===== src/rtl/sd_pkg.sv =====
package sd_pkg;
  localparam int N_W      = 9;
  localparam int N_MIN    = 64;
  localparam int N_RST    = 400;
  localparam int RC_W     = 2;
  localparam int CP_W     = 3;
  localparam int REF_BASE = 13;
endpackage


===== src/rtl/sd_settings.sv =====
module sd_settings #(
  parameter int N_W   = 9,
  parameter int RC_W  = 2,
  parameter int CP_W  = 3,
  parameter int N_MIN = 64,
  parameter int N_RST = 400
) (
  input  logic            clk,
  input  logic            rst,
  input  logic            load,
  input  logic [N_W-1:0]  n_in,
  input  logic [RC_W-1:0] rc_in,
  input  logic [CP_W-1:0] cp_in,
  output logic [N_W-1:0]  n_q,
  output logic [RC_W-1:0] rc_q,
  output logic [CP_W-1:0] cp_q
);
  localparam logic [N_W-1:0] N_FLOOR = N_W'(N_MIN);
  localparam logic [N_W-1:0] N_INIT  = N_W'(N_RST);

  logic [N_W-1:0] n_clamped;

  always_comb begin
    n_clamped = (n_in < N_FLOOR) ? N_FLOOR : n_in;
  end

  // Stored values survive power-down; only reset or a load changes them.
  always_ff @(posedge clk) begin
    if (rst) begin
      n_q  <= N_INIT;
      rc_q <= '0;
      cp_q <= '1;
    end else if (load) begin
      n_q  <= n_clamped;
      rc_q <= rc_in;
      cp_q <= cp_in;
    end
  end
endmodule


===== src/rtl/sd_divider.sv =====
module sd_divider #(
  parameter int W = 9
) (
  input  logic         clk,
  input  logic         rst,
  input  logic         run,
  input  logic         tick,
  input  logic [W-1:0] ratio,
  output logic         pulse
);
  logic [W-1:0] cnt;
  logic [W-1:0] active;
  logic         at_end;

  always_comb begin
    at_end = (cnt == active - W'(1));
  end

  // The ratio is captured only while idle or at a terminal count, so a
  // change never shortens the period in progress.
  always_ff @(posedge clk) begin
    if (rst || !run) begin
      cnt    <= '0;
      active <= ratio;
      pulse  <= 1'b0;
    end else begin
      pulse <= 1'b0;
      if (tick) begin
        if (at_end) begin
          cnt    <= '0;
          active <= ratio;
          pulse  <= 1'b1;
        end else begin
          cnt <= cnt + W'(1);
        end
      end
    end
  end
endmodule


===== src/rtl/sd_pfd.sv =====
module sd_pfd (
  input  logic clk,
  input  logic rst,
  input  logic enable,
  input  logic ref_hit,
  input  logic fb_hit,
  output logic up,
  output logic dn
);
  logic up_nx, dn_nx;

  always_comb begin
    up_nx = up | ref_hit;
    dn_nx = dn | fb_hit;
    if (up_nx && dn_nx) begin
      up_nx = 1'b0;
      dn_nx = 1'b0;
    end
  end

  always_ff @(posedge clk) begin
    if (rst || !enable) begin
      up <= 1'b0;
      dn <= 1'b0;
    end else begin
      up <= up_nx;
      dn <= dn_nx;
    end
  end
endmodule


===== src/rtl/synth_divider_core.sv =====
module synth_divider_core
  import sd_pkg::*;
#(
  parameter int NW       = N_W,
  parameter int RCW      = RC_W,
  parameter int CPW      = CP_W,
  parameter int NMIN     = N_MIN,
  parameter int NRST     = N_RST,
  parameter int REFBASE  = REF_BASE
) (
  input  logic           clk,
  input  logic           rst,
  input  logic           pwr_on,
  input  logic           ref_tick,
  input  logic           fb_tick,
  input  logic           cfg_load,
  input  logic [NW-1:0]  n_in,
  input  logic [RCW-1:0] ref_code_in,
  input  logic [CPW-1:0] cp_in,
  output logic           ref_pulse,
  output logic           fb_pulse,
  output logic           pd_up,
  output logic           pd_dn,
  output logic [CPW-1:0] cp_code
);
  localparam int REF_MAX = REFBASE * (2 ** RCW);
  localparam int RW      = $clog2(REF_MAX + 1);

  logic [NW-1:0]  n_q;
  logic [RCW-1:0] rc_q;
  logic [RW-1:0]  ref_ratio;
  logic           armed;
  logic           run;

  sd_settings #(
    .N_W(NW), .RC_W(RCW), .CP_W(CPW), .N_MIN(NMIN), .N_RST(NRST)
  ) u_settings (
    .clk(clk), .rst(rst), .load(cfg_load),
    .n_in(n_in), .rc_in(ref_code_in), .cp_in(cp_in),
    .n_q(n_q), .rc_q(rc_q), .cp_q(cp_code)
  );

  always_comb begin
    ref_ratio = RW'(REFBASE * (int'(rc_q) + 1));
  end

  // Arm on the first reference strobe after power-up; that strobe is not counted.
  always_ff @(posedge clk) begin
    if (rst || !pwr_on) armed <= 1'b0;
    else if (ref_tick)  armed <= 1'b1;
  end

  always_comb begin
    run = armed && pwr_on;
  end

  sd_divider #(.W(RW)) u_ref_div (
    .clk(clk), .rst(rst), .run(run), .tick(ref_tick),
    .ratio(ref_ratio), .pulse(ref_pulse)
  );

  sd_divider #(.W(NW)) u_fb_div (
    .clk(clk), .rst(rst), .run(run), .tick(fb_tick),
    .ratio(n_q), .pulse(fb_pulse)
  );

  sd_pfd u_pfd (
    .clk(clk), .rst(rst), .enable(pwr_on),
    .ref_hit(ref_pulse), .fb_hit(fb_pulse),
    .up(pd_up), .dn(pd_dn)
  );
endmodule


===== config.mk =====
export PLATFORM = sky130hd
export DESIGN_NAME = synth_divider_core
export DESIGN_NICKNAME = d
export VERILOG_FILES = /design/src/rtl/sd_pkg.sv /design/src/rtl/sd_settings.sv /design/src/rtl/sd_divider.sv /design/src/rtl/sd_pfd.sv /design/src/rtl/synth_divider_core.sv
export SDC_FILE = /design/constraint.sdc
export NUM_CORES = 1
export LEC_CHECK = 0
export CORE_UTILIZATION = 50
export DETAILED_ROUTE_END_ITERATION = 7
export HOLD_SLACK_MARGIN = 0.03
export PLACE_DENSITY_LB_ADDON = 0.3
export SLEW_MARGIN = 20
export SYNTH_ARGS = -nofsm -noshare
export SYNTH_HDL_FRONTEND = slang
export SYNTH_SLANG_ARGS = --single-unit

===== constraint.sdc =====
create_clock -name clk -period 2.4 [get_ports clk]
set_input_delay 0.24 -clock clk [delete_from_list [all_inputs] [get_ports clk]]
set_output_delay 0.24 -clock clk [all_outputs]
set_load 0.02 [all_outputs]

======== Word level (Yosys, flattened, before mapping) ========
Cells that the tools add are included.
word-level totals
  register bits after elaboration ......... 49
  input port bits ......................... 20
  output and inout bits ................... 7
  logic and storage cells ................. 51
operators by class
  add/sub/neg operators ................... 5
  multipliers ............................. 1
  magnitude comparators ................... 1
  equality and inequality tests ........... 2
  muxes and demuxes ....................... 11
  bitwise gates (word level) .............. 4
  reduce and logical (&&, ||, !) cells .... 15
operator list
  operator                                                    count
  two-way mux 9 bit                                           5
  two-way mux 6 bit                                           4
  adder 9 x 1 -> 9 bit, second input constant                 1
  == test 9 bit                                               1
  less-than comparator 9 x 7 -> 1 bit, second input constant  1
  subtractor 9 x 1 -> 9 bit, second input constant            1
  nonzero test 2 bit                                          4
  adder 6 x 1 -> 6 bit, second input constant                 1
  == test 6 bit                                               1
  multiplier 4 x 3 -> 6 bit, first input constant             1
  OR reduction 2 bit                                          3
  subtractor 6 x 1 -> 6 bit, second input constant            1
  AND reduction 2 bit                                         2
  adder 2 x 1 -> 3 bit, second input constant                 1
  logical AND 1 bit                                           2
  zero test 1 bit                                             2
  logical OR 1 bit                                            2
  two-way mux 1 bit                                           2
  inverter 1 bit                                              2
  OR 1 bit                                                    2

======== Depth between registers and ports, before layout ========
  depth in word-level cells ............... 5
  gate-level depth with buffers ........... 10
  mapped depth without buffers ............ 8

======== Hierarchy ========
A second synthesis with hierarchy kept.
second synthesis, totals
  cell total of the unflattened synthesis .. 233
  area, all modules ....................... 2492.4 um^2
modules (own cells, without submodules)
  module                   times used  cells an instance  area each (um^2)
  sd_divider at u_fb_div   1           96                 1001.0
  sd_divider at u_ref_div  1           62                 664.4
  sd_settings              1           50                 578.1
  synth_divider_core       1           18                 162.7
  sd_pfd                   1           7                  86.3

======== Worst setup path after synthesis ========
Ideal clock, no wire load.
  kind .................................... reg2reg
  from .................................... register u_fb_div.active[0]
  to ...................................... register u_fb_div.active[0] (enable)
  library setup time ...................... 331 ps
  arrival time ............................ 1998 ps
  data required time ...................... 2069 ps
  setup slack ............................. 71 ps
  cell stages (with the launch flop) ...... 10
  path buffers ............................ 2
  period minus slack after synthesis ...... 2329 ps
  cell sequence ........................... edfxtp_1 inv_1 ha_1 buf_2 xnor2_1 a221oi_1 nand3_1 nor3b_2 buf_6 a21o_1
on the way
  word-level cells in the longest chain between the ends .. 4
RTL lines
  element                               line              source
  from (decl)                           sd_divider.sv:12  logic [W-1:0] active;
  from (signal assigned)                sd_divider.sv:24  active <= ratio;
  from (signal assigned)                sd_divider.sv:31  active <= ratio;
  subtractor 9 x 1 -> 9 bit             sd_divider.sv:16  at_end = (cnt == active - W'(1));
  == test 9 bit                         sd_divider.sv:16
  nonzero test 2 bit (no source line)   n/a
  AND reduction 2 bit (no source line)  n/a
No other way between the ends.
A chain may end at the register's enable or synchronous reset.

======== Worst setup path in the final report ========
  from .................................... register u_ref_div.active[0]
  to ...................................... register u_ref_div.active[4] (enable)
on the way
  word-level cells in the longest chain between the ends .. 4
RTL lines
  element                               line
  from (decl)                           sd_divider.sv:12
  from (signal assigned)                sd_divider.sv:24
  from (signal assigned)                sd_divider.sv:31
  subtractor 6 x 1 -> 6 bit             sd_divider.sv:16
  == test 6 bit                         sd_divider.sv:16
  nonzero test 2 bit (no source line)   n/a
  AND reduction 2 bit (no source line)  n/a
No other way between the ends.

==> summary.txt <==
placed cells: 343
final hold violations: 0
PortBufs: 26
worst endpoint required time: 2.41 ns
leak pwr: 1.05 nW
CP startpoint kind: register
first-pass GRT wire length: 7520 µm
Setup WS post-layout: 0.119 ns
DR WL/cell: 12.8 µm
number of diodes: 0
Post-synth EDFFs: 15
Seq/Total Area, Yosys: 45.4%
gr busiest metal: met2
fin cells: 352
routed vias: 1870
CTS HTree Levels: 2
Fin Clk Skew: 0.00401 ns
Post-Route Utilization: 63.3%
CTS max path bufs: 2
Slew Viols, Final: 0
Worst Tran Pin Value: 0.394 ns
vias per cell: 5.31
GRT overflow: 0
Area Growth Syn to Fin: 20.8%
Worst Hold Path Cells: 0
Critical Path AT: 2.29 ns
Clk pin slew, worst setup/hold paths: 0.09 ns
hold_ws: 0.436 ns
vias in the first global route: 1710
Area contributors post-synth: dfxtp_1 27%, edfxtp_1 18%, xnor2_1 6.0%
commonest non-fill, non-tap cell in the layout: dfxtp_1
Yosys top cell by area: dfxtp_1
met1 Usage GRT: 24.5%
Die X: 72.6 µm
Setup violations, final: 0
CTS Sinks: 49
GR Util met2: 29.5%
row count: 25
ratio of cells with drive above 1 in the final layout: 13.7%
TritonCTS clock tree: built
ys async rst share: 0%
total clock buffers created by CTS: 5
largest net degree at the start of global routing: 17
IO Pins: 27
Yosys cell types: 51
minimum clock period: 2.28 ns
Worst Hold Class: reg2reg
pre-CTS setup slack: -0.0407 ns
routability congestion estimate: 0.870
Worst Setup Path Type: reg2reg
crit-path max FO: 6
Yosys reg bits: 49
Max-slew headroom: 73.6%
pwr/cell area: 575 nW/µm²
final worst-path cycle share: 95.0%
Fin Setup TNS: 0 ns
DRT antenna net count: 0
fmax: 0.438 GHz
syn_area_per_cell: 10.1 µm²
CP endpoint kind: register
Remaining DRCs: 0
status: finished clean
total global-route track usage: 18.4%
Die H: 72.6 µm
drt pass-1 iters: 4
met3 usage: 3.87%
R2R depth: 8
Syn Nets: 278
Starting Density: 52.4%
Yosys warnings: 0
Clock Latency Late Sink: 0.30 ns
starting DRC count in detailed routing: 156
Gate Count Post-Synth: 248
maximum VDD drop: 0.364 mV
NumNets Final: 314
post-synth top area share: 27.3%
Total Wirelength: 4520 µm
Post-Syn Area: 2490 µm²
commonest cells after routing, fill and taps aside: 34 x dfxtp_1, 26 x clkdlybuf4s50_1, 21 x nor2_1
die area: 5270 µm²
CTS root buffer: clkbuf_8
core area: 4750 µm²
# Max-Cap Violations: 0
detailed-placement wirelength estimate: 3260 µm
prevailing post-synth register cell: dfxtp_1
initial antenna violation count: 0
==> metrics by stage <==
step / total power, W / cell area [µm²]
final: 0.00173 / 3010
after global routing: 0.00179 / 3010
after CTS: 0.00173 / 3000
after detailed placement: 0.00117 / 2880
after global placement: 0.00117 / 2880
after floorplan: 0.00108 / 2490
==> routing by layer <==
layer | part of all wire, % | up-vias
li1 | - | 962
met1 | 48 | 868
met2 | 47 | 33
met3 | 3.4 | 7
met4 | 1.5 | 0
met5 | 0 | -
==> power breakdown <==
part           switching, W  leakage [nW]  total, W  internal [W]
combinational      0.000109         0.562  0.000230      0.000122
clock              0.000275        0.0556  0.000572      0.000297
sequential        0.0000326         0.437  0.000928      0.000895
total              0.000416          1.05   0.00173       0.00131
==> logic make-up (layout without fill, tap and decap cells) <==
group           after synthesis  in the layout  synth area share (%)
compound gates               45             45                  14.9
xor+xnor                     26             26                  9.43
fa+ha+maj                    10             10                  5.02
buf+inv                      22             59                  3.81
flops                        49             49                  45.4
mux                           2              2                 0.803
simple gates                 94             94                  20.7
==> path summary, 6_finish.rpt <==
check / start / to / slack, ns
max: u_ref_div.active[0]$_DFFE_PP_ / u_ref_div.active[4]$_DFFE_PP_ / 0.12
min: u_settings.n_q[8]$_SDFFE_PP1P_ / u_fb_div.active[8]$_DFFE_PP_ / 0.44
max reg2reg: u_ref_div.active[0]$_DFFE_PP_ / u_ref_div.active[4]$_DFFE_PP_ / 0.12
min reg2reg: u_settings.n_q[8]$_SDFFE_PP1P_ / u_fb_div.active[8]$_DFFE_PP_ / 0.44
==> state kept, by name, indices dropped and copies added, names as in the netlist <==
register	flops
u_settings.n_q	9
armed	1
u_fb_div.pulse	1
u_ref_div.active	6
u_pfd.dn	1
u_fb_div.active	9
u_settings.rc_q	2
u_ref_div.pulse	1
u_ref_div.cnt	6
u_settings.cp_q	3
u_pfd.up	1
u_fb_div.cnt	9
==> timing repair <==
action                                  CTS  global route
resized for setup                         1             3
hold buffers                              0             0
hold endpoints to repair                  0             0
setup buffers                             0             1
endpoints found under the setup margin    6            15
pin swaps                                 0             3
==> cell type report <==
| type | instances | area [µm²] |
|---|---|---|
| multi-input cells | 177 | 1280 |
| clock buffers | 7 | 108 |
| inverters | 12 | 45.0 |
| well taps | 67 | 83.8 |
| clock inverters | 1 | 7.51 |
| flip-flops and latches | 49 | 1130 |
| repair buffers | 39 | 358 |
| fillers | 402 | 1740 |
==> synth_stat cells (all sizes together) (5+ instances only) <==
cell type,n
dfxtp,34
nor3,8
clkbuf,6
nand2,15
ha,10
edfxtp,15
a22oi,5
and3,5
a211o,5
nor2b,10
nor2,21
inv,11
xnor2,17
a31oi,5
a211oi,9
xor2,9
nand3,8
==> critical path: stages (launching register included) <==
cell      delay (ns)
edfxtp_1        0.40
inv_1           0.08
ha_2            0.17
or3b_1          0.35
a211oi_2        0.18
o211ai_1        0.10
a311o_1         0.30
or2_1           0.26
nand2_2         0.14
Note: power is estimated with default switching activity, not from simulation.
